`src/rtl/regshf_pkg.sv`:
```
package regshf_pkg;

    // Operating mode selected by the shift/load control.
    typedef enum logic {
        OP_LOAD  = 1'b0,
        OP_SHIFT = 1'b1
    } op_e;

    // Entry stage action, encoded as {j, kb}.
    typedef enum logic [1:0] {
        ENTRY_CLEAR  = 2'b00,
        ENTRY_HOLD   = 2'b01,
        ENTRY_TOGGLE = 2'b10,
        ENTRY_SET    = 2'b11
    } entry_e;

    typedef struct packed {
        op_e    op;
        entry_e entry;
    } ctrl_t;

    function automatic entry_e decode_entry(input logic j, input logic kb);
        return entry_e'({j, kb});
    endfunction

    function automatic logic entry_next(input entry_e act, input logic cur);
        logic r;
        case (act)
            ENTRY_CLEAR:  r = 1'b0;
            ENTRY_HOLD:   r = cur;
            ENTRY_TOGGLE: r = ~cur;
            default:      r = 1'b1;
        endcase
        return r;
    endfunction

endpackage

```
`src/rtl/regshf_entry.sv`:
```
module regshf_entry
    import regshf_pkg::*;
(
    input  logic   cur,
    input  entry_e act,
    output logic   nxt
);
    always_comb begin
        nxt = entry_next(act, cur);
    end
endmodule

```
`src/rtl/regshf_next.sv`:
```
module regshf_next
    import regshf_pkg::*;
#(
    parameter int WIDTH = 4
) (
    input  op_e              op,
    input  logic [WIDTH-1:0] cur,
    input  logic [WIDTH-1:0] load_val,
    input  logic             entry_bit,
    output logic [WIDTH-1:0] nxt
);
    for (genvar i = 0; i < WIDTH; i++) begin : g_stage
        logic shift_src;
        if (i == 0) begin : g_first
            assign shift_src = entry_bit;
        end else begin : g_rest
            assign shift_src = cur[i-1];
        end
        assign nxt[i] = (op == OP_SHIFT) ? shift_src : load_val[i];
    end
endmodule

```
`src/rtl/jk_shift_register.sv`:
```
module jk_shift_register
    import regshf_pkg::*;
#(
    parameter int WIDTH = 4
) (
    input  logic             clk,
    input  logic             clr_n,
    input  logic             shift_en,
    input  logic [WIDTH-1:0] par_d,
    input  logic             j_in,
    input  logic             kb_in,
    output logic [WIDTH-1:0] q,
    output logic             q_last_n
);
    localparam int LAST = WIDTH - 1;

    ctrl_t            ctrl;
    logic             entry_bit;
    logic [WIDTH-1:0] q_nxt;

    always_comb begin
        ctrl.op    = shift_en ? OP_SHIFT : OP_LOAD;
        ctrl.entry = decode_entry(j_in, kb_in);
    end

    regshf_entry u_entry (
        .cur (q[0]),
        .act (ctrl.entry),
        .nxt (entry_bit)
    );

    regshf_next #(.WIDTH(WIDTH)) u_next (
        .op        (ctrl.op),
        .cur       (q),
        .load_val  (par_d),
        .entry_bit (entry_bit),
        .nxt       (q_nxt)
    );

    always_ff @(posedge clk or negedge clr_n) begin
        if (!clr_n) begin
            q <= '0;
        end else begin
            q <= q_nxt;
        end
    end

    assign q_last_n = ~q[LAST];

    // Register checks
    AST_LOAD_CAPTURE: assert property (@(posedge clk) disable iff (!clr_n)
        !shift_en |=> q == $past(par_d));
    AST_SHIFT_ADVANCE: assert property (@(posedge clk) disable iff (!clr_n)
        shift_en |=> q[LAST:1] == $past(q[LAST-1:0]));
    AST_ENTRY_SET: assert property (@(posedge clk) disable iff (!clr_n)
        (shift_en && j_in && kb_in) |=> q[0]);
    AST_ENTRY_CLEAR: assert property (@(posedge clk) disable iff (!clr_n)
        (shift_en && !j_in && !kb_in) |=> !q[0]);
    AST_ENTRY_TOGGLE: assert property (@(posedge clk) disable iff (!clr_n)
        (shift_en && j_in && !kb_in) |=> q[0] != $past(q[0]));
    AST_ENTRY_HOLD: assert property (@(posedge clk) disable iff (!clr_n)
        (shift_en && !j_in && kb_in) |=> $stable(q[0]));
    AST_CLEAR_HELD: assert property (@(posedge clk)
        !clr_n |-> q == '0);

endmodule

```
`config.mk`:
```
export PLATFORM = sky130hd
export DESIGN_NAME = jk_shift_register
export DESIGN_NICKNAME = d
export VERILOG_FILES = /design/src/rtl/regshf_pkg.sv /design/src/rtl/regshf_entry.sv /design/src/rtl/regshf_next.sv /design/src/rtl/jk_shift_register.sv
export SDC_FILE = /design/constraint.sdc
export NUM_CORES = 1
export LEC_CHECK = 0
export BUFFER_PORTS_ARGS = -buffer_cell sky130_fd_sc_hd__buf_2
export CAP_MARGIN = 20
export CORE_AREA = 8 8 45 47
export CTS_CLUSTER_DIAMETER = 60
export DETAILED_ROUTE_END_ITERATION = 7
export DIE_AREA = 0 0 53 55
export GPL_ROUTABILITY_DRIVEN = 0
export GPL_TIMING_DRIVEN = 0
export PLACE_DENSITY_LB_ADDON = 0.25
export SYNTH_ARGS = -nofsm -noshare
export SYNTH_HDL_FRONTEND = slang
export SYNTH_SLANG_ARGS = --single-unit
```
`constraint.sdc`:
```
create_clock -name clk -period 0.8 [get_ports clk]
set_input_delay 0.04 -clock clk [delete_from_list [all_inputs] [get_ports clk]]
set_output_delay 0.04 -clock clk [all_outputs]
set_load 0.02 [all_outputs]
```
==> results of run 1 <==
logic make-up after synthesis:
| kind of cell | after synthesis | synth area share, % |
|---|---|---|
| mux | 4 | 26.72 |
| flops | 4 | 61.07 |
| buf+inv | 2 | 6.870 |
| compound gates | 1 | 3.051 |
| simple gates | 1 | 2.288 |
metal layers:
layer	GRT usage (%)	up-vias	share of wire, %
met1	3.976	69	45
li1	-	77	-
met4	1.293	0	0
met5	0	-	0
met3	5.080	0	22
met2	5.078	16	33
final cells by class:
type / count / share of cell area [%]
well taps: 16 / 5.993
inverters: 1 / 1.124
repair buffers: 15 / 34.08
flip-flops and latches: 4 / 30.71
plain buffers: 1 / 3.371
clock buffers: 3 / 6.742
multi-input cells: 6 / 17.98
power groups by stage:
stage	clock [mW]	combinational, mW	sequential (mW)
after floorplan	0	0.0512	0.258
after global placement	0	0.124	0.237
after detailed placement	0	0.126	0.240
after CTS	0.260	0.174	0.241
after global routing	0.277	0.182	0.244
final	0.247	0.172	0.242
cells in the final DEF, fill, tap and decap left out:
cell / n
nor2_1: 1
buf_6: 6
mux2_2: 1
mux2_4: 2
buf_4: 1
clkbuf_4: 3
buf_2: 8
mux2i_1: 1
inv_2: 1
a21oi_1: 1
dfrtp_1: 2
dfrtp_2: 2
dlygate4sd3_1: 1
what timing repair did:
| item | in CTS | in global routing |
|---|---|---|
| setup endpoints to repair | 5 | 7 |
| setup buffers | 1 | 0 |
| hold endpoints to repair | 4 | 0 |
| hold buffers | 1 | 0 |
| cloned | 0 | 0 |
| gates resized for setup | 11 | 1 |
| pin swaps | 0 | 1 |
synthesized netlist by cell type (all sizes together):
cell type	number	area [µm²]
a21oi	1	5.000
buf	1	7.510
dfrtp	4	100.1
inv	1	3.750
mux2	3	33.78
mux2i	1	10.01
nor2	1	3.750
critical path: cells and delay by family (launching register included):
kind	cells	cell delay (ps)
flops	1	380
buf+inv	1	140
mux	1	250
worst paths after layout:
check,slack (ps),cells after the start,from,endpoint
max,-100,2,q[0],q[1]
min,40,2,par_d[3],q[3]
max reg2reg,-100,2,q[0],q[1]
min reg2reg,530,1,q[2],q[3]
max in group asynchronous,510,2,clr_n,q[1]
min in group asynchronous,150,2,clr_n,q[3]
stage by stage:
stage                     cell area (µm²)  setup TNS [ps]  hold slack, ps  instances
after floorplan                     173.9          -23.42          -255.6         12
after global placement              259.0               0          -152.4         41
after detailed placement            259.0               0          -148.6         41
after CTS                           334.1          -368.1           32.00         46
after global routing                334.1          -520.8           38.66         46
final                               334.1          -335.4           38.02         46
==> results.tsv, run 1 <==
stage	metric	value	unit
yosys	syn_inst	12	
timing	fin_crit_sh	112.3	%
route	ant_nets	0	
route	via_per_inst	3.522	
yosys	synth_nets	21	
status	violations	negative setup slack	
final_layout	largest_registers	q x4	
pwr	clockPowerShare	37.3	%
yosys	synth_area	163.9	µm²
route	vias	162	
clock_tree	cts.sinks	4	
timing	fin_ws	-98.75	ps
timing	rsz0062_at_grt	yes	
final_layout	synthToLayoutAreaGrowth	103.8	%
die	ioPinCount	14	
yosys	yosys_warnings	0	
pwr	p_per_area	1980	nW/µm²
pwr	internal-power	0.4951	mW
grt	track_usage	4.053	%
clock_tree	cts-root-buf	clkbuf_4	
die	die_w	53	µm
timing	relSlewSlack	90.21	%
clock_tree	cts_tree	yes	
route	wl	539	µm
pwr	ir_worst_vdd	0.0009183	V
worst_setup_path	worstPathRequired	910	ps
final_layout	top_register	q	
final_layout	largest_register_ff_count	4	
pwr	p_sw	0.1662	mW
clock_tree	h-tree-depth	1	
timing	tightest_slew	142.8	ps
die	rows	14	
worst_setup_path	cp.arrival	1010	ps
clock_tree	cts_made_buffers	3	
die	start_util	11.84	%
worst_setup_path	slowest_delay	380	ps
final_layout	diodes	0	
clock_tree	path_clk_slew	40	ps
worst_setup_path	worst-setup-path-type	reg2reg	
pwr	seqPwrFrac	36.6	%
yosys	synth_seq_cells	4	
route	post-route-drc-count	0	
grt	grt_max_degree	6	
grt	antenna_found_initial	0	
timing	drv_slew	0	
final_layout	multi_input_area	60.06	µm²
timing	fmax	1.113	GHz
worst_setup_path	end_kind	register	
final_layout	register_area	102.6	µm²
worst_setup_path	crit_path_start_kind	register	
route	drtIter0Drc	3	
worst_setup_path	cp_max_fo	2	
worst_hold_path	hold_class	in2reg	
route	wl_per_cell	11.72	µm
worst_setup_path	slowest_stage	dfrtp_1	
grt	overflow	0	
final_layout	final_util	24.14	%
die	die_h	55	µm
placement	place.port_buffers	13	
yosys	synth.avg_cell_area	13.66	µm²
route	firstDrtPassIters	4	
placement	dp_slack	15.42	ps
clock_tree	clockBufferDepth	2	
timing	setup_viol	7	
die	fp.dieArea	2915	µm²
grt	grt_pass1_vias	202	
pwr	netSwitchingFraction	25.13	%
pwr	combPwrFrac	26.0	%
grt	grt_pass1_wl	800	µm
job	cap_violations	0	
clock_tree	insertion_delay	230	ps
pwr	p_leak	0.1688	nW
final_layout	layout.nets	41	
timing	fin_skew	5.757	ps
final_layout	fillers	154	
worst_setup_path	worstPathCellList	buf_4 > mux2_2	
pwr	finalPower	0.6613	mW
status	status	finished, violations left	
yosys	ys_seq_area_share	61.07	%
final_layout	drive_gt1_share	80.00	%
die	coreArea	1384	µm²
yosys	ys_types	7	
timing	hold_viol	0	
timing	min_period	898.8	ps
No activity file was read; power rests on OpenSTA's default activity.
==> run 2: changes to the inputs <==
- clock period: 0.8 -> 1 ns (I/O delays scaled with it)
==> results.tsv, run 2 (synthesis results as in run 1) <==
stage	metric	value	unit	change
status	status	finished, final reports clean		
clock_tree	ctsResizeCount	0		-11
grt	overflow	0		unchanged
worst_setup_path	end_kind	output pin		
die	rows	14		unchanged
timing	fin_crit_sh	95.59	%	
die	coreArea	1384	µm²	unchanged
final_layout	layout.nets	40		-2.4%
worst_setup_path	slowest_delay	390	ps	about the same
timing	relSlewSlack	91.41	%	+1.2 points
clock_tree	clockBufferDepth	2		unchanged
worst_setup_path	worstPathCellList	buf_4 > buf_2		
timing	setup_tns	0	ps	+335.4 ps
final_layout	largest_register_ff_count	4		unchanged
timing	setup_viol	0		-7
worst_setup_path	critical_path.top_delay_family	flip-flops		
route	ant_nets	0		unchanged
worst_setup_path	worstPathRequired	950	ps	+40 ps
final_layout	diodes	0		unchanged
job	cap_violations	0		unchanged
final_layout	top_register	q		
grt	antenna_found_initial	0		unchanged
clock_tree	cts_tree	yes		
die	die_h	55	µm	unchanged
route	firstDrtPassIters	1		-3
final_layout	drive_gt1_share	68.97	%	-11 points
worst_setup_path	cp.arrival	910	ps	-100 ps
worst_setup_path	crit_path_start_kind	register		
worst_setup_path	crit_buf_inv	2		+1
timing	rsz0062_at_grt	no		
route	drtIter0Drc	0		-3
worst_setup_path	slowest_stage	dfrtp_1		
timing	fin_skew	0.4394	ps	-5.317 ps
timing	hold_viol	0		unchanged
placement	dp_slack	220.5	ps	+205.1 ps
timing	tightest_slew	125.2	ps	-17.56 ps
clock_tree	cts-hold-fix-buffers	1		unchanged
clock_tree	cts-root-buf	clkbuf_4		
pwr	p_leak	0.1462	nW	-13%
route	via_per_inst	3.422		-2.8%
die	ioPinCount	14		unchanged
clock_tree	post_cts_buffers	0		-1
route	post-route-drc-count	0		unchanged
route	vias	154		-4.9%
grt	grt_pass1_vias	196		-3.0%
final_layout	layout_commonest_cell	buf_2		
timing	fmax	1.046	GHz	
timing	drv_slew	0		unchanged
pwr	ir_worst_vdd	0.0002226	V	-76%
die	die_w	53	µm	unchanged
grt	grt_pass1_wl	696	µm	-13%
die	fp.dieArea	2915	µm²	unchanged
clock_tree	cts_made_buffers	3		unchanged
route	wl	444	µm	-18%
final_layout	largest_registers	q x4		
final_layout	final_cell_mix	buf_2, dfrtp_1, mux2_2, clkbuf_4		
route	wl_per_cell	9.867	µm	-16%
clock_tree	cts.sinks	4		unchanged
worst_hold_path	hold_class	in2reg		
pwr	p_per_area	1705	nW/µm²	-14%
clock_tree	path_clk_slew	40	ps	about the same
clock_tree	h-tree-depth	1		unchanged
grt	track_usage	3.669	%	-0.38 points
die	start_util	11.84	%	unchanged
clock_tree	insertion_delay	230	ps	about the same
final_layout	synthToLayoutAreaGrowth	71.76	%	
placement	place.port_buffers	13		unchanged
grt	grt_max_degree	6		unchanged
timing	fin_ws	44.12	ps	+142.9 ps
timing	min_period	955.9	ps	
worst_setup_path	worst-setup-path-type	reg2out		
worst_setup_path	cp_max_fo	3		+1
run 2: changes by cell type in the layout (fill, tap and decap cells not counted), sizes merged:
| cell | previous run | this run |
|---|---|---|
| buf | 15 | 14 |
run 2: final timing paths:
check / cells past startpoint / slack [ps] / startpoint / end
max in group asynchronous: 2 / 730 / clr_n / q[1]
worst min-delay path: 2 / 50 / par_d[3] / q[3]
worst max register to register: 1 / 220 / q[0] / q[1]
min in group asynchronous: 2 / 150 / clr_n / q[3]
worst min register to register: 1 / 500 / q[2] / q[3]
worst max-delay path: 2 / 40 / q[0] / q[0]
run 2: per-stage QoR:
step | instance area (µm²) | utilization, % | std cells | hold slack (ps) | power, mW
after floorplan | 163.9 | - | 12 | -245.6 | 0.2404
after global placement | 249.0 | 17.99 | 41 | -144.1 | 0.2827
after detailed placement | 249.0 | 17.99 | 41 | -142.5 | 0.2854
after CTS | 281.5 | 20.34 | 45 | 41.66 | 0.4938
after global routing | 281.5 | 20.34 | 45 | 40.02 | 0.5242
final | 281.5 | 20.34 | 45 | 48.65 | 0.4799
run 2: power by group:
part           switching [mW]  internal (mW)
Sequential            0.00808          0.179
Combinational          0.0499         0.0466
Clock                  0.0626          0.134
Total                   0.121          0.359
run 2: metal layers:
metal / GRT usage [%] / wire length [µm] / vias up
met5: 0 / 0 / -
li1: - / - / 74
met2: 6.836 / 306 / 6
met4: 6.466 / 17 / 0
met3: 1.604 / 49 / 2
met1: 1.682 / 71 / 72
run 2: cell type report:
cell class | count | area (µm²)
Fill cell | 160 | 1102
Sequential cell | 4 | 100.1
Timing Repair Buffer | 14 | 75.07
Multi-Input combinational cell | 6 | 52.55
Clock buffer | 3 | 22.52
Tap cell | 16 | 20.02
Buffer | 1 | 7.507
Inverter | 1 | 3.754
==> run 3: changes to the inputs <==
- CORE_AREA: 8 8 45 47 -> 2 2 39 41
- DIE_AREA: 0 0 53 55 -> 0 0 41 43
- clock period: 1 -> 1.2 ns (I/O delays scaled with it)
==> results.tsv, run 3 (synthesis results as in run 1) <==
stage	metric	value	unit	change
worst_setup_path	worstPathRequired	1140	ps	+190 ps
final_layout	diodes	0		unchanged
placement	dp.cells	41		unchanged
timing	tightest_slew	138.6	ps	+13.39 ps
worst_setup_path	crit_path_start_kind	register		
pwr	p_per_area	1406	nW/µm²	-18%
route	firstDrtPassIters	1		unchanged
pwr	seqPwrFrac	39.3	%	+0.4 points
route	wl_per_cell	8.244	µm	-16%
grt	overflow	0		unchanged
clock_tree	post_cts_buffers	0		unchanged
worst_setup_path	slowest_delay	390	ps	about the same
worst_setup_path	end_kind	output pin		
worst_setup_path	rr_startpoint	q[0]		
worst_hold_path	hold_class	in2reg		
pwr	p_leak	0.1462	nW	unchanged
final_layout	synthToLayoutAreaGrowth	71.76	%	unchanged
clock_tree	clockBufferDepth	2		unchanged
final_layout	final_cell_mix	buf_2, dfrtp_1, mux2_2, clkbuf_4		
worst_setup_path	worstPathCellList	buf_4 > buf_2		
final_layout	register_area	100.1	µm²	unchanged
final_layout	fillers	158		-1.3%
worst_setup_path	cp_max_fo	3		unchanged
die	start_util	11.84	%	unchanged
worst_setup_path	critical_path.top_delay_family	flip-flops		
final_layout	layout.nets	40		unchanged
final_layout	largest_registers	q x4		
final_layout	layout_commonest_cell	buf_2		
timing	setup_tns	0	ps	unchanged
worst_setup_path	cp.arrival	900	ps	about the same
clock_tree	cts-hold-fix-buffers	1		unchanged
worst_setup_path	r2r_cells	2		+1
route	post-route-drc-count	0		unchanged
pwr	p_sw	0.09666	mW	-20%
worst_setup_path	crit_buf_inv	2		unchanged
worst_hold_path	hold_depth	2		unchanged
timing	fin_crit_sh	79.87	%	
die	ioPinCount	14		unchanged
die	die_w	41	µm	-23%
timing	drv_slew	0		unchanged
clock_tree	cts.sinks	4		unchanged
clock_tree	h-tree-depth	1		unchanged
pwr	internal-power	0.2991	mW	-17%
die	fp.dieArea	1763	µm²	-40%
worst_setup_path	r2r-end	q[0]		
die	rows	14		unchanged
grt	track_usage	5.226	%	+1.6 points
grt	grt_pass1_wl	524	µm	-25%
status	status	finished, final reports clean		
grt	antenna_found_initial	0		unchanged
timing	relSlewSlack	90.50	%	-0.92 points
final_layout	stdcell_count	45		unchanged
final_layout	multi_input_area	52.55	µm²	unchanged
placement	place.port_buffers	13		unchanged
route	via_per_inst	3.289		-3.9%
route	ant_nets	0		unchanged
clock_tree	insertion_delay	230	ps	about the same
clock_tree	cts-root-buf	clkbuf_4		
route	vias	148		-3.9%
worst_setup_path	r2r_slack	420	ps	+200 ps
timing	min_period	958.4	ps	
clock_tree	cts_tree	yes		
die	coreArea	1384	µm²	unchanged
final_layout	top_register	q		
final_layout	drive_gt1_share	68.97	%	unchanged
pwr	netSwitchingFraction	24.42	%	-0.71 points
pwr	combPwrFrac	20.3	%	+0.2 points
clock_tree	path_clk_slew	40	ps	about the same
timing	rsz0062_at_grt	no		
grt	grt_pass1_vias	153		-22%
final_layout	largest_register_ff_count	4		unchanged
pwr	ir_worst_vdd	0.0002041	V	-8.3%
timing	fmax	1.043	GHz	
timing	setup_viol	0		unchanged
worst_setup_path	worst-setup-path-type	reg2out		
worst_setup_path	slowest_stage	dfrtp_1		
route	wl	371	µm	-16%
die	die_h	43	µm	-22%
clock_tree	ctsResizeCount	0		unchanged
timing	fin_skew	3.666	ps	+3.226 ps
clock_tree	cts_made_buffers	3		unchanged
timing	hold_viol	0		unchanged
grt	grt_max_degree	6		unchanged
route	drtIter0Drc	0		unchanged
pwr	clockPowerShare	40.4	%	-0.6 points
worst_hold_path	min_from	par_d[3]		
job	cap_violations	0		unchanged
worst_hold_path	whs_endpoint	q[3]		
-- run 3: cell counts in the layout (fill, tap and decap cells not counted) --
Identical to the previous run, type by type.
-- run 3: final cells by class --
cell class | instances | area share [%]
Sequential cell | 4 | 35.56
Multi-Input combinational cell | 6 | 18.67
Inverter | 1 | 1.333
Timing Repair Buffer | 14 | 26.67
Clock buffer | 3 | 8.000
Buffer | 1 | 2.667
Tap cell | 16 | 7.111
-- run 3: power by group through the flow --
stage          Clock [mW]  Combinational (mW)  Sequential [mW]
2_1_floorplan           0              0.0301            0.170
3_3_place_gp            0              0.0769            0.157
3_5_place_dp            0              0.0793            0.158
4_1_cts             0.169              0.0819            0.156
5_1_grt             0.178              0.0854            0.158
6_report            0.160              0.0803            0.156
-- run 3: stage by stage --
| step | instance area, µm² | power (mW) | utilization (%) | setup WS [ps] | hold slack [ps] |
|---|---|---|---|---|---|
| floorplan | 163.9 | 0.2004 | - | 372.6 | -235.6 |
| global placement | 249.0 | 0.2342 | 17.99 | 428.1 | -134.2 |
| detailed placement | 249.0 | 0.2369 | 17.99 | 418.3 | -131.6 |
| CTS | 281.5 | 0.4064 | 20.34 | 227.5 | 53.41 |
| global route | 281.5 | 0.4207 | 20.34 | 198.4 | 51.40 |
| finish | 281.5 | 0.3958 | 20.34 | 241.6 | 63.36 |
-- run 3: worst register-to-register path, delay by kind of cell (launching register included) --
| family | cells | cell delay [ps] |
|---|---|---|
| mux | 1 | 210 |
| compound gates | 1 | 80 |
| flops | 1 | 370 |
-- run 3: per-layer routing --
layer	routed length [µm]	vias up	global-route usage (%)
met5	0	-	0
met4	0	0	8.000
met3	29	0	1.571
met2	274	4	10.00
met1	67	71	1.613
li1	-	73	-
-- run 3: how the worst max path moves through the flow --
stage                     slack, ps  depth (start not counted)  startpoint    to
after floorplan                 370                          1        q[1]  q[2]
after global placement          430                          1        q[0]  q[1]
after detailed placement        420                          2        q[0]  q[0]
after CTS                       230                          2        q[0]  q[0]
after global routing            200                          2        q[0]  q[0]
final                           240                          2        q[0]  q[0]
